==> src/rtl/i2c_hs_pkg.sv <==
package i2c_hs_pkg;
    typedef enum logic [1:0] {
        ST_NORMAL = 2'd0,
        ST_ARMED  = 2'd1,
        ST_HS     = 2'd2
    } hs_state_t;

    localparam int          BYTE_BITS = 8;
    localparam int          BIT_CW    = $clog2(BYTE_BITS);
    localparam int          PREFIX_W  = 5;
    localparam logic [4:0]  MC_PREFIX = 5'b00001;
endpackage

==> src/rtl/hs_glitch_filter.sv <==
module hs_glitch_filter #(
    parameter int CW = 3
) (
    input  logic          clk,
    input  logic          rst_n,
    input  logic          raw_i,
    input  logic [CW-1:0] len_i,
    output logic          out_o
);
    logic [CW-1:0] cnt_q;

    always_ff @(posedge clk) begin
        if (!rst_n) begin
            out_o <= 1'b1;
            cnt_q <= '0;
        end else if (raw_i == out_o) begin
            cnt_q <= '0;
        end else if (cnt_q >= len_i - CW'(1)) begin
            out_o <= raw_i;
            cnt_q <= '0;
        end else begin
            cnt_q <= cnt_q + CW'(1);
        end
    end

    // the filtered level only ever moves to the level the raw input held
    p_filter_follow_r2: assert property (@(posedge clk) disable iff (!rst_n)
        !$stable(out_o) |-> (out_o == $past(raw_i)));
endmodule

==> src/rtl/hs_byte_watch.sv <==
module hs_byte_watch
    import i2c_hs_pkg::*;
(
    input  logic clk,
    input  logic rst_n,
    input  logic scl_f_i,
    input  logic sda_f_i,
    input  logic start_i,
    input  logic rstart_i,
    input  logic stop_i,
    output logic hit_o
);
    logic              scl_d_q;
    logic [BIT_CW-1:0] bitcnt_q;
    logic [BYTE_BITS-2:0] sh_q;
    logic              first_q;
    logic              hit_q;
    logic              rise;

    assign rise  = scl_f_i && !scl_d_q;
    assign hit_o = hit_q;

    always_ff @(posedge clk) begin
        if (!rst_n) begin
            scl_d_q  <= 1'b1;
            bitcnt_q <= '0;
            sh_q     <= '0;
            first_q  <= 1'b0;
            hit_q    <= 1'b0;
        end else begin
            scl_d_q <= scl_f_i;
            hit_q   <= 1'b0;
            if (start_i || rstart_i) begin
                first_q  <= 1'b1;
                bitcnt_q <= '0;
            end else if (stop_i) begin
                first_q <= 1'b0;
            end else if (rise && first_q) begin
                sh_q     <= {sh_q[BYTE_BITS-3:0], sda_f_i};
                bitcnt_q <= bitcnt_q + BIT_CW'(1);
                if (bitcnt_q == BIT_CW'(BYTE_BITS - 1)) begin
                    first_q <= 1'b0;
                    hit_q   <= (sh_q[BYTE_BITS-2 -: PREFIX_W] == MC_PREFIX);
                end
            end
        end
    end

    // a master-code hit lasts a single cycle
    p_hit_single_r3: assert property (@(posedge clk) disable iff (!rst_n)
        hit_q |=> !hit_q);
    // a hit only follows a sampling edge inside the first byte
    p_hit_after_edge_r11: assert property (@(posedge clk) disable iff (!rst_n)
        hit_q |-> ($past(first_q) && $past(scl_f_i) && !$past(scl_d_q)));
endmodule

==> src/rtl/hs_mode_fsm.sv <==
module hs_mode_fsm
    import i2c_hs_pkg::*;
#(
    parameter bit HS_EN = 1'b1
) (
    input  logic clk,
    input  logic rst_n,
    input  logic hit_i,
    input  logic start_i,
    input  logic rstart_i,
    input  logic stop_i,
    output logic hs_mode_o,
    output logic skip_o
);
    hs_state_t state_q, state_d;

    always_comb begin
        state_d = state_q;
        unique case (state_q)
            ST_NORMAL: if (HS_EN && hit_i)         state_d = ST_ARMED;
            ST_ARMED:  if (stop_i || start_i)      state_d = ST_NORMAL;
                       else if (rstart_i)          state_d = ST_HS;
            ST_HS:     if (stop_i)                 state_d = ST_NORMAL;
            default:                               state_d = ST_NORMAL;
        endcase
    end

    always_ff @(posedge clk) begin
        if (!rst_n) state_q <= ST_NORMAL;
        else        state_q <= state_d;
    end

    always_comb begin
        hs_mode_o = (state_q == ST_HS);
        skip_o    = HS_EN && (state_q == ST_NORMAL) && hit_i;
    end

    // the mode flag only rises after a repeated start
    p_enter_on_rstart_r5: assert property (@(posedge clk) disable iff (!rst_n)
        $rose(hs_mode_o) |-> $past(rstart_i));
    // a stop always leaves high-speed mode
    p_stop_exits_r7: assert property (@(posedge clk) disable iff (!rst_n)
        stop_i |=> !hs_mode_o);
    // the strobe is followed by the armed state, not the mode flag
    p_skip_arms_r4: assert property (@(posedge clk) disable iff (!rst_n)
        skip_o |=> (!hs_mode_o && state_q == ST_ARMED));
    // without support, no strobe is ever raised
    p_disabled_quiet_r10: assert property (@(posedge clk) disable iff (!rst_n)
        !HS_EN |-> (!skip_o && !hs_mode_o));
endmodule

==> src/rtl/i2c_hs_tracker.sv <==
module i2c_hs_tracker #(
    parameter int FAST_LEN = 7,
    parameter int HS_LEN   = 2,
    parameter bit HS_EN    = 1'b1,
    localparam int CW      = $clog2(FAST_LEN + 1)
) (
    input  logic          clk,
    input  logic          rst_n,
    input  logic          scl_i,
    input  logic          sda_i,
    input  logic          start_i,
    input  logic          rstart_i,
    input  logic          stop_i,
    output logic          scl_f_o,
    output logic          sda_f_o,
    output logic          hs_mode_o,
    output logic [CW-1:0] filt_len_o,
    output logic          skip_byte_o
);
    localparam int NLINES = 2;
    localparam logic [CW-1:0] FAST_L = CW'(FAST_LEN);
    localparam logic [CW-1:0] HS_L   = CW'(HS_LEN);

    logic [NLINES-1:0] raw_lines;
    logic [NLINES-1:0] filt_lines;
    logic              hit;

    assign raw_lines  = {sda_i, scl_i};
    assign scl_f_o    = filt_lines[0];
    assign sda_f_o    = filt_lines[1];
    assign filt_len_o = hs_mode_o ? HS_L : FAST_L;

    for (genvar g = 0; g < NLINES; g++) begin : g_filt
        hs_glitch_filter #(.CW(CW)) i_filt (
            .clk   (clk),
            .rst_n (rst_n),
            .raw_i (raw_lines[g]),
            .len_i (filt_len_o),
            .out_o (filt_lines[g])
        );
    end

    hs_byte_watch i_watch (
        .clk      (clk),
        .rst_n    (rst_n),
        .scl_f_i  (scl_f_o),
        .sda_f_i  (sda_f_o),
        .start_i  (start_i),
        .rstart_i (rstart_i),
        .stop_i   (stop_i),
        .hit_o    (hit)
    );

    hs_mode_fsm #(.HS_EN(HS_EN)) i_fsm (
        .clk       (clk),
        .rst_n     (rst_n),
        .hit_i     (hit),
        .start_i   (start_i),
        .rstart_i  (rstart_i),
        .stop_i    (stop_i),
        .hs_mode_o (hs_mode_o),
        .skip_o    (skip_byte_o)
    );

    // leaving high-speed mode restores the wide filter on the next cycle
    p_len_follows_mode_r9: assert property (@(posedge clk) disable iff (!rst_n)
        $fell(hs_mode_o) |-> (filt_len_o == FAST_L));
endmodule

==> config.mk <==
export PLATFORM = sky130hd
export DESIGN_NAME = i2c_hs_tracker
export DESIGN_NICKNAME = d
export VERILOG_FILES = /design/src/rtl/i2c_hs_pkg.sv /design/src/rtl/hs_glitch_filter.sv /design/src/rtl/hs_byte_watch.sv /design/src/rtl/hs_mode_fsm.sv /design/src/rtl/i2c_hs_tracker.sv
export SDC_FILE = /design/constraint.sdc
export NUM_CORES = 1
export LEC_CHECK = 0
export BUFFER_PORTS_ARGS = -buffer_cell sky130_fd_sc_hd__buf_2
export CELL_PAD_IN_SITES_DETAIL_PLACEMENT = 2
export CELL_PAD_IN_SITES_GLOBAL_PLACEMENT = 2
export CORE_UTILIZATION = 35
export CTS_CLUSTER_SIZE = 8
export DETAILED_ROUTE_END_ITERATION = 10
export PLACE_DENSITY = 0.73
export SETUP_SLACK_MARGIN = 0.02
export SLEW_MARGIN = 20
export SYNTH_ARGS = -nofsm -noshare
export SYNTH_HDL_FRONTEND = slang
export SYNTH_SLANG_ARGS = --single-unit
==> constraint.sdc <==
create_clock -name clk -period 1.55 [get_ports clk]
set_clock_uncertainty 0.15 [all_clocks]
set_input_delay 0.0775 -clock clk [delete_from_list [all_inputs] [get_ports clk]]
set_output_delay 0.0775 -clock clk [all_outputs]
set_load 0.03 [all_outputs]
==> impl_metrics.json <==
{
  "layout-drive-gt1-share_pct": 20.4,
  "place.gp.congestion": 0.658,
  "setup_viol": 0,
  "areaGrowthSynthToFinish_pct": 13.6,
  "cp_slowest_cell": "dlygate4sd3_1",
  "clock-sinks": 23,
  "grt_max_degree": 21,
  "arrival_ns": 1.47,
  "critPathCaptureType": "flop",
  "async_flop_share_pct": 0,
  "syn_inst": 97,
  "first_pass_iters": 3,
  "synth-xor-area-share_pct": 4.28,
  "whs_path_depth": 2,
  "drc_errors": 0,
  "die_w_um": 56.1,
  "startpoint_type": "primary input",
  "syn_nets": 108,
  "multi_input_area_sq_um": 523,
  "synth_flop_cell": "dfxtp_1",
  "root_buffer": "clkbuf_4",
  "hold_end": "i_watch.scl_d_q",
  "track_usage_pct": 14.6,
  "ios": 14,
  "crit_family": "buffers and inverters",
  "synth_top_area_cell": "dfxtp_1",
  "rsz0062_at_grt": "no",
  "grt_pass1_wl_mm": 3.59,
  "fin_util_pct": 42.2,
  "ys_top_cells_by_area": "dfxtp_1, mux2i_1, ha_1",
  "wl_per_cell_um": 13.7,
  "clk_latency_ns": 0.30,
  "crit_required_ns": 1.61,
  "synthMuxAreaShare_pct": 10.9,
  "synth_compound_area_share_pct": 2.57,
  "finalPower_uw": 936,
  "avgSynthCellArea_sq_um": 10.6,
  "antenna_left": 0,
  "path_buf_inv": 2,
  "crit_fanout": 5,
  "grt_overflow_total": 0,
  "r2r-start": "i_fsm.state_q[1]",
  "synth-seq-cells": 23,
  "syn_area_sq_mm": 0.00102,
  "hold_class": "primary input to flop",
  "hold_violations": 0,
  "hp-start": "rst_n",
  "synth_cell_types": 30,
  "grt_pass1_vias": 795,
  "die_area_sq_mm": 0.00314,
  "cts_tree": "built",
  "path_cells": "dlygate4sd3_1 -> buf_2 -> and4bb_2 -> mux2i_1 -> nor2_1",
  "fin_setup_tns_ns": 0,
  "status": "finished clean",
  "drv_cap": 0,
  "routed_via_density": 4.97,
  "die_h_um": 56.1,
  "cts_buffer_depth": 2,
  "irDropWorstVdd_v": 0.000488,
  "reg2reg_depth": 3,
  "cts_buffers": 3,
  "yosysWarnings": 0,
  "fin_cells": 144,
  "std_cell_rows": 19,
  "register_area_sq_um": 460,
  "reg2reg_slack_ns": 0.17,
  "clkSlewWorstSetupHoldPaths_ns": 0.12,
  "initial_utilization_pct": 37.1,
  "drt_first_iter_violations": 6,
  "place_hpwl_mm": 1.55,
  "p_leak_uw": 0.000474,
  "numPlacedInstances": 135,
  "synth-seq-area-share_pct": 45.0,
  "fin_crit_sh_pct": 90.8,
  "cp_slowest_stage_delay_ns": 0.54,
  "final_nets": 125,
  "htree_levels": 1,
  "num_antenna_cells": 0,
  "yosysTopAreaCellShare_pct": 45.0,
  "synth_top_family_by_area": "simple AND/OR/NAND/NOR gates",
  "fillers": 306,
  "r2r_end": "g_filt[0].i_filt.out_o",
  "critPathKind": "primary input to flop",
  "slew_violations": 0,
  "coreArea_sq_mm": 0.00276,
  "min_period_ns": 1.41,
  "via_count": 715,
  "synthSimpleGateAreaFrac_pct": 28.1,
  "synth_fa_ha_area_share_pct": 4.89,
  "synth_most_common_cell": "dfxtp_1",
  "drt-total-wl_mm": 1.97,
  "power_density_mw_per_mm2": 805,
  "synth-edff-count": 0,
  "portBuffers": 12,
  "antenna_found_initial": 0,
  "fmax_mhz": 710,
  "synthTopCellsByCount": "dfxtp_1, nand2_1, mux2i_1"
}
## layout by cell type, fill, tap and decap left out, drive strengths merged, types with 2 or more instances in the layout
cell type    count
a21oi            3
and4bb           2
buf             12
clkbuf           4
dfxtp           23
dlygate4sd3      5
ha               4
mux2i           10
nand2           14
nand2b           3
nand3b           3
nor2             5
nor2b            2
nor3             6
nor3b            4
xnor2            3
xor2             2
## cells by family (layout without fill, tap and decap cells)
| logic type | count (synthesis) | in the layout |
|---|---|---|
| and+or+nand+nor | 43 | 43 |
| DFF | 23 | 23 |
| muxes | 11 | 11 |
| buffers and inverters | 6 | 22 |
| xor gates and xnor gates | 5 | 5 |
| adders and majority gates | 4 | 4 |
| AOI/OAI and AO/OA | 4 | 4 |
| other | 1 | 1 |
## worst max path at each step
stage                           startpoint             endpoint  slack (ns)  depth (start not counted)
global route                        stop_i        i_watch.hit_o        0.04                          5
global placement    g_filt[0].i_filt.out_o  i_watch.bitcnt_q[1]        0.19                          3
CTS                                 stop_i  i_watch.bitcnt_q[2]        0.06                          5
floorplan           g_filt[0].i_filt.out_o  i_watch.bitcnt_q[1]        0.15                          4
finish                              stop_i  i_watch.bitcnt_q[2]        0.14                          5
detailed placement  g_filt[0].i_filt.out_o  i_watch.bitcnt_q[2]        0.14                          3
## through the flow
stage	setup WS [ns]	hold slack [ns]	cell area, sq um
6_report	0.142	0.000734	1160
5_1_grt	0.0439	0.0133	1160
4_1_cts	0.0595	0.00499	1160
3_5_place_dp	0.136	0.140	1090
3_3_place_gp	0.188	0.145	1090
2_1_floorplan	0.148	0.00365	1020
## area by class of cell
| class | count | share of cell area (%) |
|---|---|---|
| multi-input combinational | 68 | 45.0 |
| inverter | 1 | 0.323 |
| timing repair buffer | 17 | 9.47 |
| tap | 31 | 3.34 |
| clock buffer | 4 | 2.26 |
| sequential | 23 | 39.6 |
## layer usage
layer  global-route usage (%)  routed length, um
met1                     18.0                893
met2                     25.2               1020
met3                     2.09                 44
met4                     6.27                 16
met5                        0                  0
## power by group
part	total (uW)	switching [uW]	internal [uW]
Combinational	60.7	32.5	28.3
Clock	272	171	100
Sequential	603	5.27	598
## repair_timing
action,in CTS,in global routing
endpoints found under the hold margin,12,0
buffers inserted,0,0
resized for setup,0,1
hold buffers,5,0
endpoints found under the setup margin,0,4
## registers in the layout, summed over array words and instances, names as in the netlist
register and cells:
i_watch.scl_d_q 1, i_watch.sh_q 7, i_watch.hit_o 1, g_filt.i_filt.out_o 2, i_fsm.state_q 2, i_watch.bitcnt_q 3, i_watch.first_q 1, g_filt.i_filt.cnt_q 6
Power figures use the tool's default switching activity.
